==> src/rtl/slpw_pkg.sv <==
package slpw_pkg;
  typedef enum logic [1:0] {
    ST_RUN    = 2'd0,
    ST_SLEEP  = 2'd1,
    ST_SETTLE = 2'd2,
    ST_RESUME = 2'd3
  } slpw_state_e;
endpackage

==> src/rtl/slpw_wake_detect.sv <==
module slpw_wake_detect #(
  parameter int NUM_SRC = 8
) (
  input  logic [NUM_SRC-1:0] flag_i,
  input  logic [NUM_SRC-1:0] en_i,
  output logic               pend_o
);
  logic [NUM_SRC-1:0] hit;

  // one flag-and-enable term per source; no clock involved
  for (genvar g = 0; g < NUM_SRC; g++) begin : g_term
    assign hit[g] = flag_i[g] & en_i[g];
  end

  assign pend_o = |hit;
endmodule

==> src/rtl/slpw_settle_cnt.sv <==
module slpw_settle_cnt #(
  parameter int SETTLE_CYCLES = 4
) (
  input  logic clk_i,
  input  logic rst_n_i,
  input  logic run_i,
  output logic done_o
);
  localparam int CW = (SETTLE_CYCLES < 2) ? 1 : $clog2(SETTLE_CYCLES + 1);
  localparam logic [CW-1:0] LAST = CW'(SETTLE_CYCLES - 1);

  logic [CW-1:0] cnt_q;

  assign done_o = run_i && (cnt_q == LAST);

  always_ff @(posedge clk_i or negedge rst_n_i) begin
    if (!rst_n_i)              cnt_q <= '0;
    else if (!run_i || done_o) cnt_q <= '0;
    else                       cnt_q <= cnt_q + 1'b1;
  end
endmodule

==> src/rtl/slpw_status.sv <==
module slpw_status (
  input  logic clk_i,
  input  logic rst_n_i,
  input  logic enter_i,
  input  logic wdt_wake_i,
  input  logic sw_clr_i,
  output logic pd_o,
  output logic to_o
);
  always_ff @(posedge clk_i or negedge rst_n_i) begin
    if (!rst_n_i) begin
      pd_o <= 1'b1;
      to_o <= 1'b1;
    end else if (enter_i) begin
      pd_o <= 1'b0;
      to_o <= 1'b1;
    end else if (sw_clr_i) begin
      pd_o <= 1'b1;
      to_o <= 1'b1;
    end else if (wdt_wake_i) begin
      to_o <= 1'b0;
    end
  end
endmodule

==> src/rtl/slpw_ctrl.sv <==
module slpw_ctrl
  import slpw_pkg::*;
#(
  parameter int NUM_SRC       = 8,
  parameter int SETTLE_CYCLES = 4
) (
  input  logic               clk_i,
  input  logic               rst_n_i,
  input  logic               sleep_req_i,
  input  logic               clrwdt_i,
  input  logic [NUM_SRC-1:0] irq_flag_i,
  input  logic [NUM_SRC-1:0] irq_en_i,
  input  logic               gie_i,
  input  logic               wdt_timeout_i,
  input  logic               ext_rst_i,
  output logic               osc_en_o,
  output logic               stall_o,
  output logic               wdt_clr_o,
  output logic               vec_req_o,
  output logic               core_rst_o,
  output logic               wake_o,
  output logic               pd_o,
  output logic               to_o
);
  slpw_state_e st_q;
  logic pend, run_like, enter, sw_clr, wake_raw, wake_go, wdt_wake;
  logic settle_run, settle_done, vec_arm_q;

  slpw_wake_detect #(.NUM_SRC(NUM_SRC)) u_detect (
    .flag_i (irq_flag_i),
    .en_i   (irq_en_i),
    .pend_o (pend)
  );

  // the pending check and the strobe share one cycle: that cycle decides no-op or sleep
  assign run_like = (st_q == ST_RUN) || (st_q == ST_RESUME);
  assign enter    = run_like && sleep_req_i && !pend && !ext_rst_i;
  assign sw_clr   = run_like && clrwdt_i && !enter && !ext_rst_i;
  assign wake_raw = (st_q == ST_SLEEP) && (pend || wdt_timeout_i);
  assign wake_go  = wake_raw && !ext_rst_i;
  assign wdt_wake = wake_go && wdt_timeout_i;
  assign wake_o   = wake_raw;

  assign settle_run = (st_q == ST_SETTLE) && !ext_rst_i;

  slpw_settle_cnt #(.SETTLE_CYCLES(SETTLE_CYCLES)) u_settle (
    .clk_i  (clk_i),
    .rst_n_i(rst_n_i),
    .run_i  (settle_run),
    .done_o (settle_done)
  );

  slpw_status u_status (
    .clk_i      (clk_i),
    .rst_n_i    (rst_n_i),
    .enter_i    (enter),
    .wdt_wake_i (wdt_wake),
    .sw_clr_i   (sw_clr),
    .pd_o       (pd_o),
    .to_o       (to_o)
  );

  always_ff @(posedge clk_i or negedge rst_n_i) begin
    if (!rst_n_i) begin
      st_q       <= ST_RUN;
      osc_en_o   <= 1'b1;
      stall_o    <= 1'b0;
      wdt_clr_o  <= 1'b0;
      vec_req_o  <= 1'b0;
      core_rst_o <= 1'b0;
      vec_arm_q  <= 1'b0;
    end else begin
      core_rst_o <= ext_rst_i;
      wdt_clr_o  <= enter || sw_clr;
      vec_req_o  <= 1'b0;
      if (ext_rst_i) begin
        st_q      <= ST_RUN;
        osc_en_o  <= 1'b1;
        stall_o   <= 1'b0;
        vec_arm_q <= 1'b0;
      end else begin
        unique case (st_q)
          ST_RUN, ST_RESUME: begin
            if (st_q == ST_RESUME) begin
              // the instruction after the sleep ran in this cycle
              vec_req_o <= vec_arm_q;
              vec_arm_q <= 1'b0;
              st_q      <= ST_RUN;
            end
            if (enter) begin
              st_q     <= ST_SLEEP;
              osc_en_o <= 1'b0;
              stall_o  <= 1'b1;
            end
          end
          ST_SLEEP: begin
            if (wake_go) begin
              st_q      <= ST_SETTLE;
              osc_en_o  <= 1'b1;
              vec_arm_q <= pend && gie_i;
            end
          end
          ST_SETTLE: begin
            if (settle_done) begin
              st_q    <= ST_RESUME;
              stall_o <= 1'b0;
            end
          end
          default: st_q <= ST_RUN;
        endcase
      end
    end
  end
endmodule

==> config.mk <==
export PLATFORM = sky130hd
export DESIGN_NAME = slpw_ctrl
export DESIGN_NICKNAME = d
export VERILOG_FILES = /design/src/rtl/slpw_pkg.sv /design/src/rtl/slpw_wake_detect.sv /design/src/rtl/slpw_settle_cnt.sv /design/src/rtl/slpw_status.sv /design/src/rtl/slpw_ctrl.sv
export SDC_FILE = /design/constraint.sdc
export NUM_CORES = 1
export LEC_CHECK = 0
export BUFFER_PORTS_ARGS = -buffer_cell sky130_fd_sc_hd__buf_2
export CORE_ASPECT_RATIO = 0.9
export CORE_MARGIN = 4
export CORE_UTILIZATION = 30
export DETAILED_ROUTE_END_ITERATION = 6
export PLACE_DENSITY = 0.55
export SYNTH_ARGS = -nofsm -noshare
export SYNTH_HDL_FRONTEND = slang
export SYNTH_SLANG_ARGS = --single-unit
==> constraint.sdc <==
create_clock -name clk_i -period 5.2 [get_ports clk_i]
set_input_delay 0.52 -clock clk_i [delete_from_list [all_inputs] [get_ports clk_i]]
set_output_delay 0.52 -clock clk_i [all_outputs]
set_load 0.01 [all_outputs]
Word-level counts from Yosys, hierarchy flattened:

Index checks and enable logic that the tools add are counted.

* register bits after elaboration: 13
* output and inout bits: 8

* mux-type cells: 27
* $add $sub $neg: 1
* bitwise gates (word level): 8
* reduce and logical (&&, ||, !) cells: 31
* equality and inequality tests: 9

Operators with widths (count)
* 2-to-1 mux 1 bit: 17
* logical AND 1 bit: 12
* AND reduction 3 bit: 4
* 2-to-1 mux 2 bit: 5
* inequality test 3 bit (second input constant): 3
* nonzero test 3 bit: 3
* AND 1 bit: 8
* OR reduction 8 bit: 1
* one-hot mux 1 bit (2 select lines): 3
* one-hot mux 2 bit (3 select lines): 1
* == test 2 bit (second input constant): 2
* logical NOT 1 bit: 4
* logical OR 1 bit: 4
* inequality test 4 bit (second input constant): 1
* adder 3 x 1 -> 3 bit (second input constant): 1
* == test 3 x 2 -> 1 bit (second input constant): 1
* 2-to-1 mux 3 bit: 1
* inequality test 3 x 2 -> 1 bit (second input constant): 1
* == test 2 x 1 -> 1 bit (second input constant): 1
* logical NOT 2 bit: 1
* nonzero test 2 bit: 1
* OR reduction 2 bit: 1

Logic depth before layout (Yosys ltp):

* depth after elaboration: 10
* mapped depth: 7
* gate-level depth less buffers: 7

By module:

Synthesis repeated with hierarchy kept, for this count alone.

* cell total of the unflattened synthesis: 71
* area, all modules: 725.7 um^2

By module, submodules not included
* slpw_ctrl: area an instance 481.7 um^2, cells an instance 49, times used 1
* slpw_settle_cnt: area an instance 135.1 um^2, cells an instance 10, times used 1
* slpw_status: area an instance 72.6 um^2, cells an instance 7, times used 1
* slpw_wake_detect: area an instance 36.3 um^2, cells an instance 5, times used 1

Worst setup path before layout:

OpenSTA, ideal clock, no wires.

* path kind: register to register
* from: register st_q[0]
* to: register st_q[1]
* setup slack: 3366 ps
* data required time: 5075 ps
* arrival: 1709 ps
* cell stages (with the launch flop): 8
* setup time: 125 ps
* path buffers: 0
* cells stage by stage: dfrtp_1 inv_1 ha_1 inv_2 nand2_1 or2_4 a31o_1 mux2_4

* longest elaborated chain between the ends: 8
* elaborated cells on any way between the ends: 20

RTL lines
* from (decl): RTL line slpw_ctrl.sv:25 `slpw_state_e st_q;`
* from (signal assigned): RTL line slpw_ctrl.sv:65 `st_q <= ST_RUN;`
* from (signal assigned): RTL line slpw_ctrl.sv:77 `st_q <= ST_RUN;`
* from (signal assigned): RTL line slpw_ctrl.sv:88 `st_q <= ST_RUN;`
* == test 2 bit or logical NOT 2 bit (tied branches): RTL line slpw_ctrl.sv:36, slpw_ctrl.sv:82, slpw_ctrl.sv:84
* logical OR 1 bit: RTL line slpw_ctrl.sv:36 `assign run_like = (st_q == ST_RUN) || (st_q == ST_RESUME);`
* logical AND 1 bit (3 in series): RTL line slpw_ctrl.sv:37 `assign enter = run_like && sleep_req_i && !pend && !ext_rst_i;`
* 2-to-1 mux 2 bit: RTL line slpw_ctrl.sv:90 `if (enter) begin`
* one-hot mux 2 bit (3 select lines): RTL line slpw_ctrl.sv:82 `unique case (st_q)`
* 2-to-1 mux 2 bit: RTL line slpw_ctrl.sv:76 `if (ext_rst_i) begin`

Parallel ways exist; a longest one is shown, timed or not.
A chain may end at the register's enable or synchronous reset.

Worst setup path after layout:

Ends and elaborated chain as after synthesis.

==> flow_summary.toml <==
[run_status]
run_status = "complete, no violations"

[clocking]
hold_buffers = 0
post_cts_buffers = 0
post_cts_resized = 0
cts_buffers = 3
cts_root_buf = "clkbuf_4"
clk_pin_slew_ns = 0.07
clkSinkCount = 13
clock_latency_ns = 0.27
h-tree-depth = 1
cts_tree = "done"
cts_buffer_depth = 2

[synth]
muxShareOfSynthArea_pct = 4.904
syn-instance-count = 68
yosysWarnings = 0
synth_edf_count = 0
synth_top_family_by_area = "simple AND/OR/NAND/NOR gates"
netlist_area_um2 = 714.4
yosys.area_share.adder_pct = 10.51
synth_compound_area_share_pct = 16.29
synth-simple-area-share_pct = 18.39
ys.flop_type = "dfrtp_1"
synth-seq-cells = 13
yosysSeqAreaShare_pct = 46.06
syn-num-nets = 97
syn_avg_cell_area_um2 = 10.51
synth.distinct_cells = 25
async_flop_share_pct = 100.0
synth-xor-area-share_pct = 0

[cells_and_area]
fin_area_um2 = 919.6
multi_input_area_um2 = 357.8
fin_cells = 128
num-fill-cells = 225
seq_area_um2 = 329.1
drive_gt1_share_pct = 43.56
syn2layout_area_growth_pct = 28.72
antenna_cells = 0
final_nets = 131
final_util_pct = 41.39

[pwr]
seqPwrFrac_pct = 51.2
intPower_uw = 166.0
leakage_nw = 0.4592
combPwrFrac_pct = 22.7
switching_power_uw = 65.00
p_sw_share_pct = 28.14
ir_drop_mv = 0.1161
p_clk_share_pct = 26.2
p_per_area_mw_per_mm2 = 251.1

[drt]
via_per_inst = 4.734
drtAntennaViolNets = 0
drtIter0Drc = 2
drt_pass1_iterations = 2
drt_wl_total_um = 1530
vias = 606
wl_per_cell_um = 11.95
route.detailed.drc = 0

[grt]
antenna_found_initial = 0
grt_pass1_wl_um = 2608
track_usage_pct = 10.94
grt_max_degree = 14
overflow = 0
grt_pass1_vias = 598

[sta]
hold_viol_final = 0
fin_hold_ws_ns = 0.1212
maxSlewViolCount = 0
setup_viol = 0
fmax_mhz = 504.8
final.period_utilization_pct = 38.09
fin_crit_ns = 1.981
slew_headroom_pct = 80.01
rsz0062_at_grt = "false"
tightestPinTransition_ns = 0.2975
fin_setup_tns_ns = 0
finClkSkew_ns = 0.0004117

[place]
dpl_cell_area_um2 = 893.4
dp_hpwl_um = 1307
gp_congestion = 0.7454
io_buffers = 30
placedCellCount = 124

[setup_path]
crit_fanout = 5
cp_cell_sequence = "inv_1 -> ha_1 -> inv_2 -> nand2_1 -> or2_4 -> a31o_1 -> mux2_4"
crit_type = "flop to flop"
cp-start-kind = "flop"
slowest_delay_ns = 0.43
end_kind = "flop"
worst_ep_required_time_ns = 5.36
critPathArrivalTime_ns = 2.14
slowest_stage = "dfrtp_1"

[job]
drv_cap = 0

[floorplan]
coreArea_mm2 = 0.002222
die_h_um = 54.30
start_util_pct = 32.15
fp.dieW_um = 59.44
pin_count = 31
rows = 16
die_area_mm2 = 0.003227

[min_path]
hold_class = "input port to async pin"
-- flip-flops by register name, summed over array words and instances (netlist names) --
name / flops
stall_o: 1
vec_arm_q: 1
wdt_clr_o: 1
u_status.to_o: 1
core_rst_o: 1
u_settle.cnt_q: 3
u_status.pd_o: 1
st_q: 2
vec_req_o: 1
osc_en_o: 1
-- critical path: cells and delay by family, from the launching register on --
| kind | cells | cell delay, ns |
|---|---|---|
| flip-flops | 1 | 0.43 |
| multiplexers | 1 | 0.30 |
| adder cells (fa/ha/maj) | 1 | 0.33 |
| AO/OA/AOI/OAI | 1 | 0.26 |
| buffers and inverters | 2 | 0.19 |
| AND/OR/NAND/NOR | 2 | 0.37 |
-- final timing paths --
check / from / endpoint / slack [ns] / depth (start not counted)
min: rst_n_i / vec_req_o / 0.12 / 1
max in group asynchronous: rst_n_i / osc_en_o / 4.80 / 1
max: st_q[0] / st_q[1] / 3.22 / 7
max reg2reg: st_q[0] / st_q[1] / 3.22 / 7
min reg2reg: u_settle.cnt_q[0] / u_settle.cnt_q[0] / 0.43 / 1
min in group clk_i: u_settle.cnt_q[0] / u_settle.cnt_q[0] / 0.43 / 1
-- layout by cell type, fill, tap and decap left out, drive strengths merged --
master	synthesis	routed
buf	1	30
dfrtp	10	10
nor2	8	8
nand2	8	8
ha	6	6
inv	6	6
a22oi	4	4
a21oi	4	4
clkbuf	0	4
nor3	3	3
dfstp	3	3
mux2i	2	2
nand4	2	2
nand3b	1	1
or2	1	1
o21a	1	1
and3	1	1
o31ai	1	1
a31o	1	1
a31oi	1	1
mux2	1	1
o32ai	1	1
nor2b	1	1
a21o	1	1
-- synthesized netlist by cell type, types with 2 or more instances --
cell	count	area share, %
a21oi_1	4	2.8
a22oi_2	4	7.0
dfrtp_1	10	35
dfstp_2	3	11
ha_1	6	11
inv_1	5	2.6
mux2i_1	2	2.8
nand2_1	8	4.2
nor2_1	8	4.2
nor3_1	3	2.1
-- power by group through the flow --
stage | Combinational, mW | Sequential (mW) | Clock (mW)
floorplan | 0.0257 | 0.123 | 0
global placement | 0.0529 | 0.120 | 0
detailed placement | 0.0532 | 0.120 | 0
CTS | 0.0533 | 0.118 | 0.0648
global route | 0.0588 | 0.119 | 0.0695
finish | 0.0524 | 0.118 | 0.0604
-- through the flow --
stage | total power, mW | worst slack (ns)
floorplan | 0.1485 | 3.366
global placement | 0.1726 | 3.242
detailed placement | 0.1732 | 3.223
CTS | 0.2363 | 3.205
global route | 0.2476 | 3.110
finish | 0.2310 | 3.219
-- area by class of cell --
class                           count  area share, %
Clock buffer                        4          2.857
Timing Repair Buffer               30          16.33
Tap cell                           27          3.673
Sequential cell                    13          35.78
Inverter                            6          2.449
Multi-Input combinational cell     48          38.91
-- cells by family after synthesis --
logic type,Yosys count
flops,13
buf+inv,7
compound gates,14
mux,3
fa+ha+maj,6
simple gates,25
-- metal layers --
| metal | GRT usage, % | share of wire (%) | vias to the layer above | wire length (um) |
|---|---|---|---|---|
| li1 | - | - | 304 | - |
| met1 | 13.79 | 45 | 289 | 685 |
| met2 | 17.45 | 50 | 11 | 766 |
| met3 | 4.717 | 4.2 | 2 | 65 |
| met4 | 2.264 | 0.92 | 0 | 14 |
| met5 | 0 | 0 | - | 0 |
(Power assumes the default switching activity.)
